File: config.mk
export PLATFORM = sky130hd
export DESIGN_NAME = btn_conditioner
export DESIGN_NICKNAME = d
export VERILOG_FILES = /design/src/rtl/btn_pkg.sv /design/src/rtl/btn_sync.sv /design/src/rtl/btn_lockout.sv /design/src/rtl/btn_rise_pulse.sv /design/src/rtl/btn_run_latch.sv /design/src/rtl/btn_conditioner.sv
export SDC_FILE = /design/constraint.sdc
export NUM_CORES = 1
export LEC_CHECK = 0
export ABC_CLOCK_PERIOD_IN_PS = 7100
export BUFFER_PORTS_ARGS = -buffer_cell sky130_fd_sc_hd__buf_2
export CORE_ASPECT_RATIO = 1.75
export CORE_MARGIN = 2
export CORE_UTILIZATION = 40
export CTS_CLUSTER_SIZE = 8
export DETAILED_ROUTE_END_ITERATION = 7
export GPL_TIMING_DRIVEN = 0
export MAX_ROUTING_LAYER = met4
export PLACE_DENSITY_LB_ADDON = 0.08
export SLEW_MARGIN = 20
export SYNTH_ARGS = -nofsm -noshare
export SYNTH_HDL_FRONTEND = slang
export SYNTH_SLANG_ARGS = --single-unit
File: constraint.sdc
create_clock -name clk_i -period 7.1 [get_ports clk_i]
set_clock_uncertainty 0.2 [all_clocks]
set_input_delay 1.42 -clock clk_i [delete_from_list [all_inputs] [get_ports clk_i]]
set_output_delay 1.42 -clock clk_i [all_outputs]
set_load 0.05 [all_outputs]
File: src/rtl/btn_pkg.sv
// Shared helpers for the push-button conditioner.
// Assumes clock rates that are a whole multiple of 1 kHz.
package btn_pkg;

    // Shortest synchroniser that still tolerates metastability.
    localparam int unsigned SYNC_MIN_STAGES = 2;

    // Convert a lockout in milliseconds into clock cycles (at least one).
    function automatic int unsigned lockout_cycles(int unsigned clk_hz, int unsigned ms);
        int unsigned c;
        c = (clk_hz / 1000) * ms;
        return (c == 0) ? 1 : c;
    endfunction

endpackage

File: src/rtl/btn_sync.sv
// Synchroniser: shifts an asynchronous level through STAGES flops.
// Assumes STAGES >= 2; output lags the input by STAGES edges.
module btn_sync #(
    parameter int unsigned STAGES = 2
) (
    input  logic clk_i,
    input  logic rst_ni,
    input  logic d_i,
    output logic q_o
);
    logic [STAGES-1:0] chain;

    // Shift the raw level one stage per clock; reset clears all stages.
    always_ff @(posedge clk_i) begin
        if (!rst_ni) chain <= '0;
        else         chain <= {chain[STAGES-2:0], d_i};
    end

    assign q_o = chain[STAGES-1];
endmodule

File: src/rtl/btn_lockout.sv
// Lockout debouncer: takes the first change at once, then ignores the
// input for LOCK_CYCLES further edges. Assumes a synchronised input.
module btn_lockout #(
    parameter int unsigned LOCK_CYCLES = 8
) (
    input  logic clk_i,
    input  logic rst_ni,
    input  logic din_i,
    output logic level_o
);
    localparam int unsigned CW = $clog2(LOCK_CYCLES + 1);

    logic [CW-1:0] remain;
    logic          level;

    // Accept a change only when no lockout runs; otherwise count it down.
    always_ff @(posedge clk_i) begin
        if (!rst_ni) begin
            level  <= 1'b0;
            remain <= '0;
        end else if (remain == '0) begin
            if (din_i != level) begin
                level  <= din_i;
                remain <= CW'(LOCK_CYCLES);
            end
        end else begin
            remain <= remain - CW'(1);
        end
    end

    assign level_o = level;
endmodule

File: src/rtl/btn_rise_pulse.sv
// Rising-edge detector: one-cycle strobe when the level goes 0 -> 1.
// Assumes the level input is already registered in this clock domain.
module btn_rise_pulse (
    input  logic clk_i,
    input  logic rst_ni,
    input  logic level_i,
    output logic pulse_o
);
    logic prev;

    // Remember the level of the previous cycle.
    always_ff @(posedge clk_i) begin
        if (!rst_ni) prev <= 1'b0;
        else         prev <= level_i;
    end

    assign pulse_o = level_i & ~prev;
endmodule

File: src/rtl/btn_run_latch.sv
// Run flag: set by the press strobe, held until reset. With STICKY_EN=0
// the flag is tied low. Assumes the strobe lasts one cycle.
module btn_run_latch #(
    parameter bit STICKY_EN = 1'b1
) (
    input  logic clk_i,
    input  logic rst_ni,
    input  logic pulse_i,
    output logic run_o
);
    if (STICKY_EN) begin : g_sticky
        logic run;

        // Set on any strobe, clear only through reset.
        always_ff @(posedge clk_i) begin
            if (!rst_ni)      run <= 1'b0;
            else if (pulse_i) run <= 1'b1;
        end

        assign run_o = run;
    end else begin : g_none
        logic unused_inputs;
        assign unused_inputs = &{1'b0, clk_i, rst_ni, pulse_i};
        assign run_o         = 1'b0;
    end
endmodule

File: src/rtl/btn_conditioner.sv
// Push-button conditioner: synchroniser -> lockout debouncer ->
// rising-edge strobe -> optional sticky run flag.
// Assumes one clock domain and a synchronous active-low reset.
module btn_conditioner #(
    parameter int unsigned CLK_HZ      = 125_000_000,
    parameter int unsigned LOCK_MS     = 10,
    parameter int unsigned SYNC_STAGES = 2,
    parameter bit          STICKY_EN   = 1'b1
) (
    input  logic clk_i,
    input  logic rst_ni,
    input  logic btn_raw_i,
    output logic level_o,
    output logic press_pulse_o,
    output logic run_flag_o
);
    localparam int unsigned LOCK_CYCLES = btn_pkg::lockout_cycles(CLK_HZ, LOCK_MS);
    localparam int unsigned STAGES_USED =
        (SYNC_STAGES < btn_pkg::SYNC_MIN_STAGES) ? btn_pkg::SYNC_MIN_STAGES : SYNC_STAGES;

    logic sync_q;
    logic level;
    logic pulse;
    logic run;

    btn_sync #(.STAGES(STAGES_USED)) u_sync (
        .clk_i(clk_i), .rst_ni(rst_ni), .d_i(btn_raw_i), .q_o(sync_q)
    );

    btn_lockout #(.LOCK_CYCLES(LOCK_CYCLES)) u_lockout (
        .clk_i(clk_i), .rst_ni(rst_ni), .din_i(sync_q), .level_o(level)
    );

    btn_rise_pulse u_rise (
        .clk_i(clk_i), .rst_ni(rst_ni), .level_i(level), .pulse_o(pulse)
    );

    btn_run_latch #(.STICKY_EN(STICKY_EN)) u_run (
        .clk_i(clk_i), .rst_ni(rst_ni), .pulse_i(pulse), .run_o(run)
    );

    assign level_o       = level;
    assign press_pulse_o = pulse;
    assign run_flag_o    = run;
endmodule

==> flow_metrics.tcl, run 1 <==
set metrics [dict create \
    hp-class "reg2reg" \
    r2r-end "u_lockout.remain[6]$_SDFFE_PN0P_" \
    synth_cells 150 \
    hold_ws_ns 0.245 \
    sw_frac_of_total_pct 42.9 \
    yosysSeqAreaShare_pct 38.9 \
    r2r_cells 7 \
    min_delay_path_depth 1 \
    ir_drop_mv 0.259 \
    dpl.hpwl_um 2250 \
    synth_xor_area_share_pct 0.655 \
    wl_um 3040 \
    crit_type "reg2out" \
    postCtsSetupRepairBufs 0 \
    p_seq_share_pct 30.1 \
    grt_max_degree 16 \
    rsz0062_at_grt "no" \
    syn_area_per_cell_um2 8.92 \
    grt_use_met1_pct 21.9 \
    cts_buffer_depth 2 \
    drtIter0Drc 46 \
    synth.cell_area_mm2 0.00134 \
    cts_buffers 3 \
    mostFrequentLayoutCell "dfxtp_1" \
    die_h_um 80.5 \
    area_growth_pct 11.2 \
    dieArea_mm2 0.00384 \
    finalCriticalPeriod_ns 2.74 \
    numClockSinks 26 \
    grt_overflow_total 0 \
    synth.top_cell.area_share_pct 38.9 \
    synth_warnings 0 \
    gp_congestion 0.775 \
    clk_pin_slew_ns 0.09 \
    slew_headroom_pct 39.4 \
    via_per_inst 5.80 \
    synthDistinctLibCells 39 \
    antenna_found_initial 0 \
    path_cells "nor2b_1, buf_2" \
    synth-compound-area-share_pct 19.7 \
    postRouteAntennaNets 0 \
    start_util_pct 42.1 \
    hold_violations 0 \
    drive_above_1_share_pct 16.4 \
    grt_pass1_vias 1075 \
    r2r_slack_ns 4.55 \
    insertion_delay_ns 0.28 \
    start_kind "register" \
    clock.fmax_ghz 0.365 \
    finalCritPeriodShare_pct 38.6 \
    synth_top_family_by_area "simple AND/OR/NAND/NOR gates" \
    cp_slowest_cell "dfxtp_1" \
    htreeDepth 1 \
    hold_buffers 0 \
    tns_ns 0 \
    worst_pin_slew_ns 0.901 \
    synth_simple_gate_area_share_pct 30.3 \
    drc 0 \
    vias 1172 \
    rr_startpoint "u_lockout.remain[0]$_SDFFE_PN0P_" \
    grt_pass1_wl_um 5070 \
    synthTopCellsByArea "dfxtp_1 (39%), a21oi_1 (4.9%), or4_1 (3.9%)" \
    core_area_mm2 0.00318 \
    die_x_um 47.7 \
    drv_cap 0 \
    worstHoldStart "u_sync.chain[0]$_SDFF_PN0_" \
    first_pass_iters 4 \
    cp_data_required_time_ns 5.48 \
    gr-usage-met3_pct 2.02 \
    clkPwrFrac_pct 16.0 \
    comb_power_share_pct 53.8 \
    busiest_layer "met2" \
    cts_tree "yes" \
    finalSetupViolations 0 \
    min_to "u_sync.chain[1]$_SDFF_PN0_" \
    intPower_mw 0.443 \
    use_met2_pct 31.6 \
    diodes 0 \
    endpoint_kind "output port" \
    muxShareOfSynthArea_pct 3.74 \
    grtUsageTotal_pct 18.7 \
    final_cell_mix "dfxtp_1 (26), a21oi_1 (13), buf_2 (8), nand2_1 (8)" \
    synth_nets 155 \
    status "finished clean" \
    path_max_fanout 5 \
    powerDensity_mw_per_mm2 521 \
    synth_area_leader_cell "dfxtp_1" \
    fin_nets 165 \
    cp.arrival_ns 1.12 \
    cts-root-buf "clkbuf_8" \
    cts-resized-gates 0 \
    wire_per_inst_um 15.1 \
    io_buffer_count 5 \
    synth_fa_ha_area_share_pct 1.87 \
    timing.final.max_slew_violations 0 \
    switchingPower_mw 0.333 \
    synth_seq_cells 26 \
    core.rowCount 27 \
    max_stage_delay_ns 0.39 \
    io_pins 6 \
    p_leak_nw 0.572 \
]
per-stage QoR:
step / power (mW) / area, µm² / utilization (%) / cells / setup WS, ns
after global routing: 0.837 / 1490 / 46.8 / 202 / 4.24
after global placement: 0.648 / 1420 / 44.6 / 198 / 4.33
after CTS: 0.780 / 1490 / 46.8 / 202 / 4.34
final: 0.776 / 1490 / 46.8 / 202 / 4.36
after floorplan: 0.563 / 1340 / - / 150 / 4.00
after detailed placement: 0.653 / 1420 / 44.6 / 198 / 4.31
per-layer routing:
metal,vias to the layer above,wire length (µm)
li1,585,-
met1,556,1240
met2,26,1670
met3,5,76
met4,0,52
met5,-,0
area by class of cell:
cell class / count / area, µm²
Multi-Input combinational cell: 112 / 753
Clock inverter: 1 / 30.0
Timing Repair Buffer: 5 / 25.0
Sequential cell: 26 / 520
Buffer: 9 / 52.6
Fill cell: 350 / 1690
Inverter: 3 / 11.3
Clock buffer: 3 / 41.3
Tap cell: 43 / 53.8
power groups by stage:
stage	clock network [mW]	registers, mW	logic [mW]
after floorplan	0	0.226	0.336
after global placement	0	0.235	0.413
after detailed placement	0	0.237	0.416
after CTS	0.128	0.233	0.419
after global routing	0.134	0.241	0.462
final	0.124	0.234	0.418
state kept, by name (all words and copies together), names as in the netlist:
| name | count |
|---|---|
| u_lockout.remain | 21 |
| u_sync.chain | 2 |
| u_lockout.level_o | 1 |
| u_rise.prev | 1 |
| u_run.run_o | 1 |
synth_stat cells:
cell type and number:
dfxtp_1 26, a21oi_1 13, nand2_1 8, nor3_1 7, or4_1 7, nand2b_1 6
nor2_1 6, nor4_1 6, o21ai_1 6, mux2i_1 5, a211oi_1 4, clkbuf_1 4
o21ai_0 4, or3_1 4, or4_4 4, and2_1 3, buf_2 3, inv_1 3
o31a_1 3, a21o_1 2, a31oi_1 2, buf_6 2, ha_1 2, nand3_1 2
nor2b_1 2, nor4_2 2, o31ai_1 2, a21oi_2 1, a221oi_1 1, a41o_1 1
nand4_1 1, nor3_2 1, nor3b_1 1, o211a_1 1, o211ai_2 1, or3_4 1
or3b_2 1, or4b_2 1, xnor2_1 1
worst max-delay path by stage:
stage,startpoint,to,slack (ns),cells past startpoint
after floorplan,u_lockout.level_o$_SDFFE_PN0P_,press_pulse_o,4.00,1
after global placement,rst_ni,u_lockout.remain[6]$_SDFFE_PN0P_,4.33,4
after detailed placement,rst_ni,u_lockout.remain[6]$_SDFFE_PN0P_,4.31,4
after CTS,u_lockout.level_o$_SDFFE_PN0P_,press_pulse_o,4.34,2
after global routing,u_lockout.level_o$_SDFFE_PN0P_,press_pulse_o,4.24,2
final,u_lockout.level_o$_SDFFE_PN0P_,press_pulse_o,4.36,2
kinds of logic after synthesis:
kind of cell / count (synthesis)
DFF: 26
xor gates and xnor gates: 1
adders and majority gates: 2
buffers and inverters: 12
AOI/OAI and AO/OA: 41
and+or+nand+nor: 63
muxes: 5
worst max-delay path, delay by kind of cell, from the launching register on:
kind / cells / cell delay [ns]
buffers and inverters: 1 / 0.28
flip-flops: 1 / 0.39
AND/OR/NAND/NOR: 1 / 0.17
(Power assumes the default switching activity.)
==> run 2: changes to the inputs <==
- ABC_AREA: default -> 1
- ABC_CLOCK_PERIOD_IN_PS: 7100 -> 2300
- clock period: 7.1 -> 2.3 ns (I/O delays scaled with it)
==> flow_metrics.tcl, run 2 <==
set metrics [dict create \
    cts-resized-gates 0 \
    start_util_pct 41.0 \
    drtIter0Drc 29 \
    die_h_um 86.9 \
    synth_common_cells "nor2_1 (54), nand2_1 (51), dfxtp_1 (26), inv_1 (25), nand3_1 (19)" \
    r2r_cells 9 \
    clk_pin_slew_ns 0.09 \
    synth.cell_area_mm2 0.00157 \
    cts_tree "yes" \
    postCtsSetupRepairBufs 0 \
    rsz0062_at_grt "no" \
    hold_buffers 0 \
    synth_nets 238 \
    synth_cells 233 \
    yosysMostFrequentCell "nor2_1" \
    clock.fmax_ghz 0.535 \
    drc 0 \
    hold_ws_ns 0.159 \
    wire_per_inst_um 13.4 \
    synth-edff-count 0 \
    synth_seq_cells 26 \
    mostFrequentLayoutCell "nor2_1" \
    grt_overflow_total 0 \
    reg.largest.list "u_lockout.remain: 21 flops, u_sync.chain: 2 flops" \
    core_area_mm2 0.00383 \
    finalSetupViolations 0 \
    worst_pin_slew_ns 0.554 \
    core.rowCount 30 \
    wl_met3_um 69 \
    synthDistinctLibCells 23 \
    cp.arrival_ns 1.85 \
    dpl.hpwl_um 3120 \
    timing.final.max_slew_violations 0 \
    grt_pass1_vias 1348 \
    area_growth_pct 8.93 \
    yosysSeqAreaShare_pct 33.2 \
    cts-root-buf "clkbuf_8" \
    rr_startpoint "u_lockout.remain[0]$_SDFFE_PN0P_" \
    insertion_delay_ns 0.27 \
    syn_area_per_cell_um2 6.73 \
    tns_ns 0 \
    first_pass_iters 4 \
    htreeDepth 1 \
    crit_type "reg2reg" \
    vias 1441 \
    synth_area_leader_cell "dfxtp_1" \
    hold_violations 0 \
    largest_reg_flops 21 \
    fin_area_mm2 0.00171 \
    wl_met1_um 1540 \
    cts_buffers 3 \
    wl_um 3880 \
    synth_ff_type "dfxtp_1" \
    drv_cap 0 \
    numClockSinks 26 \
    route.met2.wl_um 2150 \
    final_cell_mix "nor2_1 (54), nand2_1 (51), dfxtp_1 (26)" \
    endpoint_kind "register" \
    path_max_fanout 7 \
    top_register "u_lockout.remain" \
    drive_above_1_share_pct 14.9 \
    slew_headroom_pct 63.1 \
    r2r-end "u_lockout.remain[20]$_SDFFE_PN0P_" \
    start_kind "register" \
    endpoint "u_lockout.remain[20]$_SDFFE_PN0P_" \
    die_x_um 51.3 \
    synthTopCellsByArea "dfxtp_1 (33%), nor2_1 (13%), nand2_1 (12%)" \
    hp-class "in2reg" \
    cts_buffer_depth 2 \
    postRouteAntennaNets 0 \
    io_pins 6 \
    finalCriticalPeriod_ns 1.87 \
    io_buffer_count 5 \
    synth.top_cell.area_share_pct 33.2 \
    dieArea_mm2 0.00446 \
    fin_util_pct 44.6 \
    async_flop_share_pct 0 \
    top_layer "met4" \
    grtUsageTotal_pct 19.9 \
    place_area_mm2 0.00165 \
    gp_congestion 0.897 \
    grt_pass1_wl_um 6400 \
    fin_nets 248 \
    diodes 0 \
    antenna_found_initial 0 \
    via_per_inst 4.97 \
    r2r_slack_ns 0.43 \
    grt_max_degree 15 \
    status "finished clean" \
    cp_data_required_time_ns 2.28 \
    finalCritPeriodShare_pct 81.3 \
    synth_warnings 0 \
    critPathLaunch "u_lockout.remain[0]$_SDFFE_PN0P_" \
]
[run 2: cell count changes after synthesis, sizes merged, moves of 9 or more]
cell	before	now
nand2	8	55
a21oi	14	5
nand3	2	23
nor2	6	70
or4	11	0
inv	3	25
[run 2: layout make-up]
cell class | instances | area (µm²)
fill | 440 | 2120
multi-input combinational | 179 | 936
sequential | 26 | 520
inverter | 25 | 93.8
tap | 48 | 60.1
clock buffer | 4 | 55.1
timing repair buffer | 5 | 25.0
buffer | 3 | 18.8
[run 2: worst max-delay path: stages (launching register included)]
cell     delay [ns]
dfxtp_1        0.34
inv_1          0.17
ha_1           0.34
nand2_2        0.14
nor2_2         0.24
nand3_1        0.11
nand2_1        0.07
nand3_1        0.07
nand2_1        0.06
inv_1          0.03
[run 2: worst min-delay path by stage]
stage / start / endpoint / cells past startpoint
global route: btn_raw_i / u_sync.chain[0]$_SDFF_PN0_ / 3
finish: btn_raw_i / u_sync.chain[0]$_SDFF_PN0_ / 3
detailed placement: u_sync.chain[0]$_SDFF_PN0_ / u_sync.chain[1]$_SDFF_PN0_ / 2
CTS: btn_raw_i / u_sync.chain[0]$_SDFF_PN0_ / 3
floorplan: u_sync.chain[0]$_SDFF_PN0_ / u_sync.chain[1]$_SDFF_PN0_ / 2
global placement: u_sync.chain[0]$_SDFF_PN0_ / u_sync.chain[1]$_SDFF_PN0_ / 2
[run 2: metal layers]
layer,vias to the layer above,track usage [%]
met3,12,2.58
met1,659,20.3
met4,0,7.89
met2,17,37.4
li1,753,-
met5,-,-
[run 2: per-stage QoR]
stage / cells / setup slack, ns
floorplan: 233 / 0.214
global placement: 286 / 0.455
detailed placement: 286 / 0.430
CTS: 290 / 0.413
global route: 290 / 0.280
finish: 290 / 0.431
[run 2: kinds of logic after synthesis]
kind of cell               count (synthesis)  synth area share [%]
buffers and inverters                     28                  7.18
xor gates and xnor gates                   3                  1.67
adders and majority gates                  2                  1.59
and+or+nand+nor                          161                  51.3
DFF                                       26                  33.2
AOI/OAI and AO/OA                         13                  5.10
Power of run 2 is left out: the tool's default activity adds up to more than one toggle a clock period on the data nets, which glitch-free logic cannot reach.
==> run 3: changes to the inputs <==
- ABC_CLOCK_PERIOD_IN_PS: 2300 -> 1600
- clock period: 2.3 -> 1.6 ns (I/O delays scaled with it)
==> flow_metrics.tcl, run 3 (synthesis results as in run 2) <==
set metrics [dict create \
    ff_latch_area_um2 543 \
    vias 1549 \
    numClockSinks 26 \
    io_buffer_count 5 \
    finalSetupViolations 15 \
    drtIter0Drc 34 \
    worst_slack_ns -0.0483 \
    endpoint_kind "register" \
    insertion_delay_ns 0.27 \
    grt_overflow_total 0 \
    hold_violations 0 \
    min_delay_path_depth 3 \
    hold_ws_ns 0.0262 \
    hp-class "in2reg" \
    cts_buffers 3 \
    start_util_pct 41.0 \
    drv_cap 0 \
    dieArea_mm2 0.00446 \
    drc 0 \
    final_cell_mix "nor2_1 (49), nand2_1 (43), inv_1 (23)" \
    finalCritPeriodShare_pct 103 \
    dpl.hpwl_um 3060 \
    grt_pass1_wl_um 7000 \
    multiInputGateArea_mm2 0.00106 \
    via_per_inst 5.05 \
    first_pass_iters 4 \
    grt_pass1_vias 1545 \
    area_growth_pct 30.9 \
    num-fill-cells 395 \
    tns_ns -0.413 \
    top_register "u_lockout.remain" \
    wl_um 4370 \
    mostFrequentLayoutCell "nor2_1" \
    path_max_fanout 5 \
    status "finished, violations left" \
    core_area_mm2 0.00383 \
    die_x_um 51.3 \
    reg.largest.list "u_lockout.remain: 21 flops, u_sync.chain: 2 flops" \
    wire_per_inst_um 14.2 \
    drive_above_1_share_pct 34.0 \
    core.rowCount 30 \
    antenna_found_initial 0 \
    fin_nets 265 \
    cts_buffer_depth 2 \
    die_h_um 86.9 \
    start_kind "register" \
    cp_data_required_time_ns 1.55 \
    largest_reg_flops 21 \
    cts_tree "yes" \
    finalCriticalPeriod_ns 1.65 \
    gp_congestion 0.900 \
    grt_max_degree 15 \
    numPlacedInstances 286 \
    rsz0062_at_grt "yes" \
    r2r_cells 9 \
    timing.final.max_slew_violations 0 \
    io_pins 6 \
    postRouteAntennaNets 0 \
    htreeDepth 1 \
    cp.arrival_ns 1.60 \
    clk_pin_slew_ns 0.10 \
    failed_checks "negative setup slack" \
    cts-root-buf "clkbuf_8" \
    diodes 0 \
    clock.fmax_ghz 0.607 \
    instances_no_fill 307 \
    grtUsageTotal_pct 21.9 \
    slew_headroom_pct 60.9 \
    fin_util_pct 53.7 \
    crit_type "reg2reg" \
    worst_pin_slew_ns 0.587 \
]
## run 3: cell count changes in the layout (fill, tap and decap cells not counted), moves of 4 or more
cell	delta
nor2_4	+9
nor2_2	-4
dfxtp_2	+12
nor2_1	-5
nand3_1	-4
nand2_2	+7
dfxtp_1	-14
nand3_2	+4
nand2_1	-8
buf_4	+11
## run 3: worst paths after layout
path	from	slack [ns]	to
setup / recovery	u_lockout.remain[1]$_SDFFE_PN0P_	-0.05	u_lockout.remain[4]$_SDFFE_PN0P_
hold / removal	btn_raw_i	0.03	u_sync.chain[0]$_SDFF_PN0_
setup reg to reg	u_lockout.remain[1]$_SDFFE_PN0P_	-0.05	u_lockout.remain[4]$_SDFFE_PN0P_
hold reg to reg	u_sync.chain[0]$_SDFF_PN0_	0.23	u_sync.chain[1]$_SDFF_PN0_
## run 3: final cells by class
cell class	instances	share of cell area, %
Multi-Input combinational cell	179	51.8
Buffer	3	1.10
Timing Repair Buffer	22	10.3
Sequential cell	26	26.4
Clock buffer	4	2.68
Inverter	25	4.81
Tap cell	48	2.92
## run 3: timing repair
action | CTS | global route
setup buffers | 14 | 2
hold buffers | 0 | 0
resized for setup | 27 | 27
gates cloned | 1 | 0
endpoints found under the setup margin | 21 | 23
pin swaps | 11 | 9
## run 3: critical path, cell delays in order, from the launching register on
cell	delay, ns
dfxtp_4	0.37
inv_4	0.08
ha_4	0.16
nand2_4	0.06
nor2_4	0.16
buf_6	0.11
nand4_1	0.12
buf_6	0.17
nand2_1	0.06
nor2_1	0.03
## run 3: per-layer routing
layer / routed length, µm / track usage (%) / up-vias
met5: 0 / - / -
met4: 263 / 12.7 / 0
li1: - / - / 784
met3: 130 / 2.75 / 20
met1: 1630 / 20.3 / 715
met2: 2350 / 41.3 / 30
## run 3: metrics by stage
| step | area (µm²) | setup WS [ns] |
|---|---|---|
| final | 2050 | -0.0483 |
| after global routing | 2050 | -0.116 |
| after CTS | 1930 | 0.00685 |
| after detailed placement | 1660 | -0.220 |
| after global placement | 1660 | -0.228 |
| after floorplan | 1580 | 0.0317 |
Power of run 3 is left out for the same reason.
